File: src/rtl/slvdec_pkg.sv
package slvdec_pkg;

    typedef struct packed {
        logic rom;
        logic regs;
    } sel_t;

    typedef struct packed {
        logic oe;
        logic ack0_n;
        logic ack1_n;
    } ack_t;

    localparam sel_t SEL_NONE = '{rom: 1'b0, regs: 1'b0};
    localparam ack_t ACK_BYTE = '{oe: 1'b1, ack0_n: 1'b0, ack1_n: 1'b1};
    localparam ack_t ACK_IDLE = '{oe: 1'b0, ack0_n: 1'b1, ack1_n: 1'b1};

    function automatic sel_t pick_target(input logic strobe_on, input logic window_hit,
                                         input logic low_bit);
        sel_t s;
        s.rom  = strobe_on & window_hit & low_bit;
        s.regs = strobe_on & window_hit & ~low_bit;
        return s;
    endfunction

endpackage

File: src/rtl/slvdec_addr_decode.sv
module slvdec_addr_decode
    import slvdec_pkg::*;
#(
    parameter int           TOP_W = 8,
    parameter logic [TOP_W-1:0] BASE = 8'hF9
) (
    input  logic             as_n,
    input  logic [TOP_W-1:0] addr_top,
    input  logic             addr_b8,
    output sel_t             sel_next
);
    logic hit;

    assign hit      = (addr_top == BASE);
    assign sel_next = pick_target(~as_n, hit, addr_b8);
endmodule

File: src/rtl/slvdec_sel_stage.sv
module slvdec_sel_stage
    import slvdec_pkg::*;
#(
    parameter int NSEL = 2
) (
    input  logic clk,
    input  logic rst,
    input  sel_t sel_next,
    output sel_t sel_q
);
    logic [NSEL-1:0] d_vec;
    logic [NSEL-1:0] q_vec;

    assign d_vec = {sel_next.rom, sel_next.regs};

    for (genvar i = 0; i < NSEL; i++) begin : g_flop
        always_ff @(posedge clk) begin
            if (rst) q_vec[i] <= 1'b0;
            else     q_vec[i] <= d_vec[i];
        end
    end

    assign sel_q.rom  = q_vec[NSEL-1];
    assign sel_q.regs = q_vec[0];
endmodule

File: src/rtl/slvdec_ack_drive.sv
module slvdec_ack_drive
    import slvdec_pkg::*;
(
    input  sel_t sel_q,
    input  logic ds_n,
    output ack_t rom_ack,
    output logic strb_n
);
    always_comb begin
        rom_ack = sel_q.rom ? ACK_BYTE : ACK_IDLE;
        strb_n  = ~(sel_q.regs & ~ds_n);
    end
endmodule

File: src/rtl/exp_slot_slave_dec.sv
module exp_slot_slave_dec
    import slvdec_pkg::*;
#(
    parameter int               TOP_W = 8,
    parameter logic [TOP_W-1:0] BASE  = 8'hF9
) (
    input  logic             clk,
    input  logic             rst,
    input  logic             as_n,
    input  logic             ds_n,
    input  logic [TOP_W-1:0] addr_top,
    input  logic             addr_b8,
    output logic             rom_sel_n,
    output logic             rom_ack_oe,
    output logic             rom_ack0_n,
    output logic             rom_ack1_n,
    output logic             reg_cs_n,
    output logic             reg_strb_n
);
    localparam int NSEL = $bits(sel_t);

    sel_t sel_next;
    sel_t sel_q;
    ack_t ack;

    slvdec_addr_decode #(.TOP_W(TOP_W), .BASE(BASE)) u_dec (
        .as_n     (as_n),
        .addr_top (addr_top),
        .addr_b8  (addr_b8),
        .sel_next (sel_next)
    );

    slvdec_sel_stage #(.NSEL(NSEL)) u_stage (
        .clk      (clk),
        .rst      (rst),
        .sel_next (sel_next),
        .sel_q    (sel_q)
    );

    slvdec_ack_drive u_ack (
        .sel_q   (sel_q),
        .ds_n    (ds_n),
        .rom_ack (ack),
        .strb_n  (reg_strb_n)
    );

    assign rom_sel_n  = ~sel_q.rom;
    assign reg_cs_n   = ~sel_q.regs;
    assign rom_ack_oe = ack.oe;
    assign rom_ack0_n = ack.ack0_n;
    assign rom_ack1_n = ack.ack1_n;
endmodule

File: config.mk
export PLATFORM = sky130hd
export DESIGN_NAME = exp_slot_slave_dec
export DESIGN_NICKNAME = d
export VERILOG_FILES = /design/src/rtl/slvdec_pkg.sv /design/src/rtl/slvdec_addr_decode.sv /design/src/rtl/slvdec_sel_stage.sv /design/src/rtl/slvdec_ack_drive.sv /design/src/rtl/exp_slot_slave_dec.sv
export SDC_FILE = /design/constraint.sdc
export NUM_CORES = 1
export LEC_CHECK = 0
export BUFFER_PORTS_ARGS = -buffer_cell sky130_fd_sc_hd__buf_4
export CAP_MARGIN = 20
export CORE_AREA = 3 3 40 42
export CTS_BUF_LIST = sky130_fd_sc_hd__clkbuf_4
export CTS_CLUSTER_DIAMETER = 60
export DETAILED_ROUTE_END_ITERATION = 10
export DIE_AREA = 0 0 43 45
export PLACE_DENSITY = 0.39
export SETUP_SLACK_MARGIN = 0.02
export SLEW_MARGIN = 20
export SYNTH_ARGS = -nofsm -noshare
export SYNTH_HDL_FRONTEND = slang
export SYNTH_SLANG_ARGS = --single-unit
File: constraint.sdc
create_clock -name clk -period 0.8 [get_ports clk]
set_input_delay 0.16 -clock clk [delete_from_list [all_inputs] [get_ports clk]]
set_output_delay 0.16 -clock clk [all_outputs]
set_load 0.02 [all_outputs]
# Word level (Yosys, flattened, before mapping)

Index checks and enable logic that the tools add are counted.

Bitwise gates (word level): 10
Equal/unequal tests: 1
Muxes and demuxes: 1

Operator list:

| operator                                   | number |
|---|---|
| 8-bit equality test, second input constant | 1 |
| 1-bit inverter                             | 6 |
| 1-bit bitwise AND                          | 4 |
| 3-bit 2-to-1 mux                           | 1 |

Flip-flop bits (word level): 2
Word-level logic and storage cells: 14
Output and inout port bits: 6

# Longest topological paths before layout

Depth after elaboration: 3
Mapped depth: 2
Mapped depth without buffers: 2

# Cells and area by module

A second synthesis with hierarchy kept.

Cell total of the unflattened synthesis: 17
Area, all modules: 133.9 µm²

Modules (own cells, without submodules):

| module             | cells each | instances | area each (µm²) |
|---|---|---|---|
| slvdec_sel_stage   | 4          | 1         | 52.6 |
| slvdec_addr_decode | 6          | 1         | 45.0 |
| slvdec_ack_drive   | 5          | 1         | 28.8 |
| exp_slot_slave_dec | 2          | 1         | 7.5 |

# Worst setup path after synthesis

No wires, ideal clock.

Path type: register to output
From: register u_stage.q_vec[1], in the netlist u_stage.sel_q[1]
To: output port rom_sel_n
Path slack: -0.124 ns
Arrival time: 0.764 ns
Stages on the path, launching flop included: 3
Path buffers: 1
Data required time: 0.640 ns
Cell sequence: dfxtp_1 -> inv_1 -> buf_4

Word-level cells in the longest chain between the ends: 1

RTL lines:

| item                            | line                     | text |
|---|---|---|
| start, declared                 | slvdec_sel_stage.sv:12   | `logic [NSEL-1:0] q_vec;` |
| start signal, assigned by index | slvdec_sel_stage.sv:19   | `else q_vec[i] <= d_vec[i];` |
| 1-bit inverter                  | exp_slot_slave_dec.sv:47 | `assign rom_sel_n = ~sel_q.rom;` |
| end, declared                   | exp_slot_slave_dec.sv:13 | `output logic rom_sel_n,` |

No other way between the ends.

# Final worst setup path

From: register u_stage.q_vec[0], in the netlist u_stage.sel_q[0]
To: output port reg_strb_n

Word-level cells in the longest chain between the ends: 2

RTL lines:

| item              | line                     | text |
|---|---|---|
| 1-bit bitwise AND | slvdec_ack_drive.sv:11   | `strb_n = ~(sel_q.regs & ~ds_n);` |
| 1-bit inverter    | slvdec_ack_drive.sv:11   |  |
| end, declared     | exp_slot_slave_dec.sv:18 | `output logic reg_strb_n` |

No other way between the ends.

==> run_results.csv <==
group,metric,value,unit
logic_synthesis,async_reset_ff_share,0,%
floorplan,core_region_area,1280,um^2
timing,period_needed,0.892,ns
route,via_per_inst,3.77,
logic_synthesis,synth_cells,14,
floorplan,dieArea,1940,um^2
timing,setup_viol,5,
cells_and_area,instances_no_fill,47,
floorplan,die_x,43,um
worst_setup_path,critPathMaxFanout,2,
power,ir_worst_vdd,0.402,mV
logic_synthesis,synth_area_leaders,"dfxtp_1, nand4b_1, buf_4",
clocking,cts_buffer_depth,2,
global_routing,grt_pass1_vias,190,
logic_synthesis,synth_top_area_share,33.3,%
logic_synthesis,synth.cell_area,120,um^2
worst_setup_path,crit_buf_inv,1,
global_routing,grt_pass1_wl,807,um
cells_and_area,layout.nets,47,
outcome,violations,"negative setup slack",
global_routing,antenna_found_initial,0,
cells_and_area,num_antenna_cells,0,
logic_synthesis,synth_flop_cell,"dfxtp_1",
cells_and_area,syn2layout_area_growth,143,%
hold_path,holdPathEnd,"u_stage.sel_q[0]",
hold_path,hp-start,"rst",
logic_synthesis,synth_fp_nets,27,
cells_and_area,largest_reg_flops,2,
placed_design,place.gp.congestion,0.665,
clocking,cts_setup_buffers,0,
floorplan,initial_utilization,9.35,%
timing,fmax,1.12,GHz
worst_setup_path,path_class,"register to primary output",
route,wl,436,um
worst_setup_path,critPathTopFamily,"flip-flops",
timing,rsz0062_at_grt,"true",
timing,drv_slew,0,
worst_setup_path,critical_path.cell_chain,"nand2b_1 > buf_6",
route,ant_nets,0,
placed_design,placed_cells,44,
outcome,outcome,"finished, violations left",
global_routing,grt_max_degree,3,
floorplan,rows,13,
floorplan,io_pins,19,
worst_setup_path,cp.required,0.64,ns
worst_setup_path,crit_cells,2,
timing,final_hold_viol_count,0,
clocking,cts_num_sinks,2,
power,p_per_area,1320,nW/um^2
worst_setup_path,critical_path.endpoint_type,"primary output",
route,via_count,177,
clocking,cts_tree,"done",
route,drc,0,
worst_setup_path,cpPeakStageDelay,0.32,ns
route,firstDrtPassIters,4,
placed_design,place_hpwl,371,um
timing,layout_setup_ws,-0.0924,ns
global_routing,grt-ovfl-total,0,
clocking,clk_pin_slew,0.03,ns
worst_setup_path,cpMaxStageDelayCell,"dfxtp_2",
logic_synthesis,synth_edf_count,0,
worst_setup_path,critPathLaunchType,"register",
logic_synthesis,yosys_warnings,0,
logic_synthesis,yosys.area.top_type,"dfxtp_1",
cells_and_area,drive_above_1_share,71.9,%
clocking,htreeDepth,1,
route,drtIter0Drc,4,
hold_path,hp-class,"primary input to register",
hold_path,hold_depth,2,
cells_and_area,final.fill_count,138,
timing,fin_tns_setup,-0.345,ns
timing,fin_crit_sh,112,%
flow_run,max_cap_violations,0,
floorplan,die_h,45,um
timing,hold_ws,0.102,ns
logic_synthesis,ys_seq_area_share,33.3,%
logic_synthesis,avgSynthCellArea,8.58,um^2
global_routing,grtUsageTotal,6.48,%
logic_synthesis,synth_seq_cells,2,
logic_synthesis,synth_cell_types,8,
placed_design,portBuffers,17,
worst_setup_path,arrival,0.73,ns
route,detail_route.wl_per_cell,9.28,um
clocking,numCtsBuffers,3,
power,power.leakage,0.129,nW
clocking,root_buffer,"clkbuf_4",
through the flow:
step / area (um^2) / utilization [%] / total power [mW] / setup WS [ns]
after floorplan: 121 / - / 0.119 / 0.0216
after global placement: 253 / 19.7 / 0.161 / 0.0279
after detailed placement: 253 / 19.7 / 0.163 / -0.0157
after CTS: 292 / 22.7 / 0.403 / -0.0964
after global routing: 292 / 22.7 / 0.425 / -0.129
final: 292 / 22.7 / 0.384 / -0.0924
final cells by class:
cell class / instances / area, um^2 / share of cell area [%]
clock buffers: 3 / 22.5 / 7.73
multi-input cells: 8 / 57.6 / 19.7
flip-flops and latches: 2 / 42.5 / 14.6
repair buffers: 17 / 143 / 48.9
inverters: 2 / 7.51 / 2.58
well taps: 15 / 18.8 / 6.44
metal layers:
| layer | wire (um) | track usage [%] | vias to the layer above |
|---|---|---|---|
| met1 | 192 | 6.47 | 75 |
| met2 | 153 | 7.78 | 19 |
| met5 | 0 | 0 | - |
| li1 | - | - | 83 |
| met4 | 0 | 7.23 | 0 |
| met3 | 90 | 5.18 | 0 |
cells in the final DEF (no fill, tap or decap):
cell type and instances:
nand4b_1 2, clkbuf_4 3, inv_1 1, nand4bb_1 1, nor4_1 2, nand2b_1 2, inv_2 1, buf_4 13
buf_6 4, dfxtp_2 2, conb_1 1
logic make-up (layout without fill, tap and decap cells):
kind of cell / count (synthesis) / after routing / synth area share, %
buffers and inverters: 4 / 22 / 18.7
flip-flops: 2 / 2 / 33.3
AND/OR/NAND/NOR: 7 / 7 / 44.8
other: 1 / 1 / 3.12
how the worst max path moves through the flow:
stage | startpoint | endpoint | slack [ns]
detailed placement | as_n | u_stage.sel_q[1] | -0.02
global route | u_stage.sel_q[0] | reg_strb_n | -0.13
floorplan | u_stage.sel_q[1] | rom_sel_n | 0.02
CTS | u_stage.sel_q[0] | reg_strb_n | -0.1
global placement | as_n | u_stage.sel_q[0] | 0.03
finish | u_stage.sel_q[0] | reg_strb_n | -0.09
repair_timing:
item | 4_1_cts | 5_1_grt
hold buffers | 0 | 0
gates resized for setup | 5 | 0
endpoints found under the setup margin | 5 | 5
endpoints found under the hold margin | 0 | 0
where the power goes:
| part | total [mW] | switching [mW] | internal (mW) |
|---|---|---|---|
| Clock | 0.222 | 0.0569 | 0.165 |
| Sequential | 0.101 | 0.0000353 | 0.101 |
| Combinational | 0.0606 | 0.0173 | 0.0433 |
| Total | 0.384 | 0.0742 | 0.309 |
No activity file was read; power rests on OpenSTA's default activity.
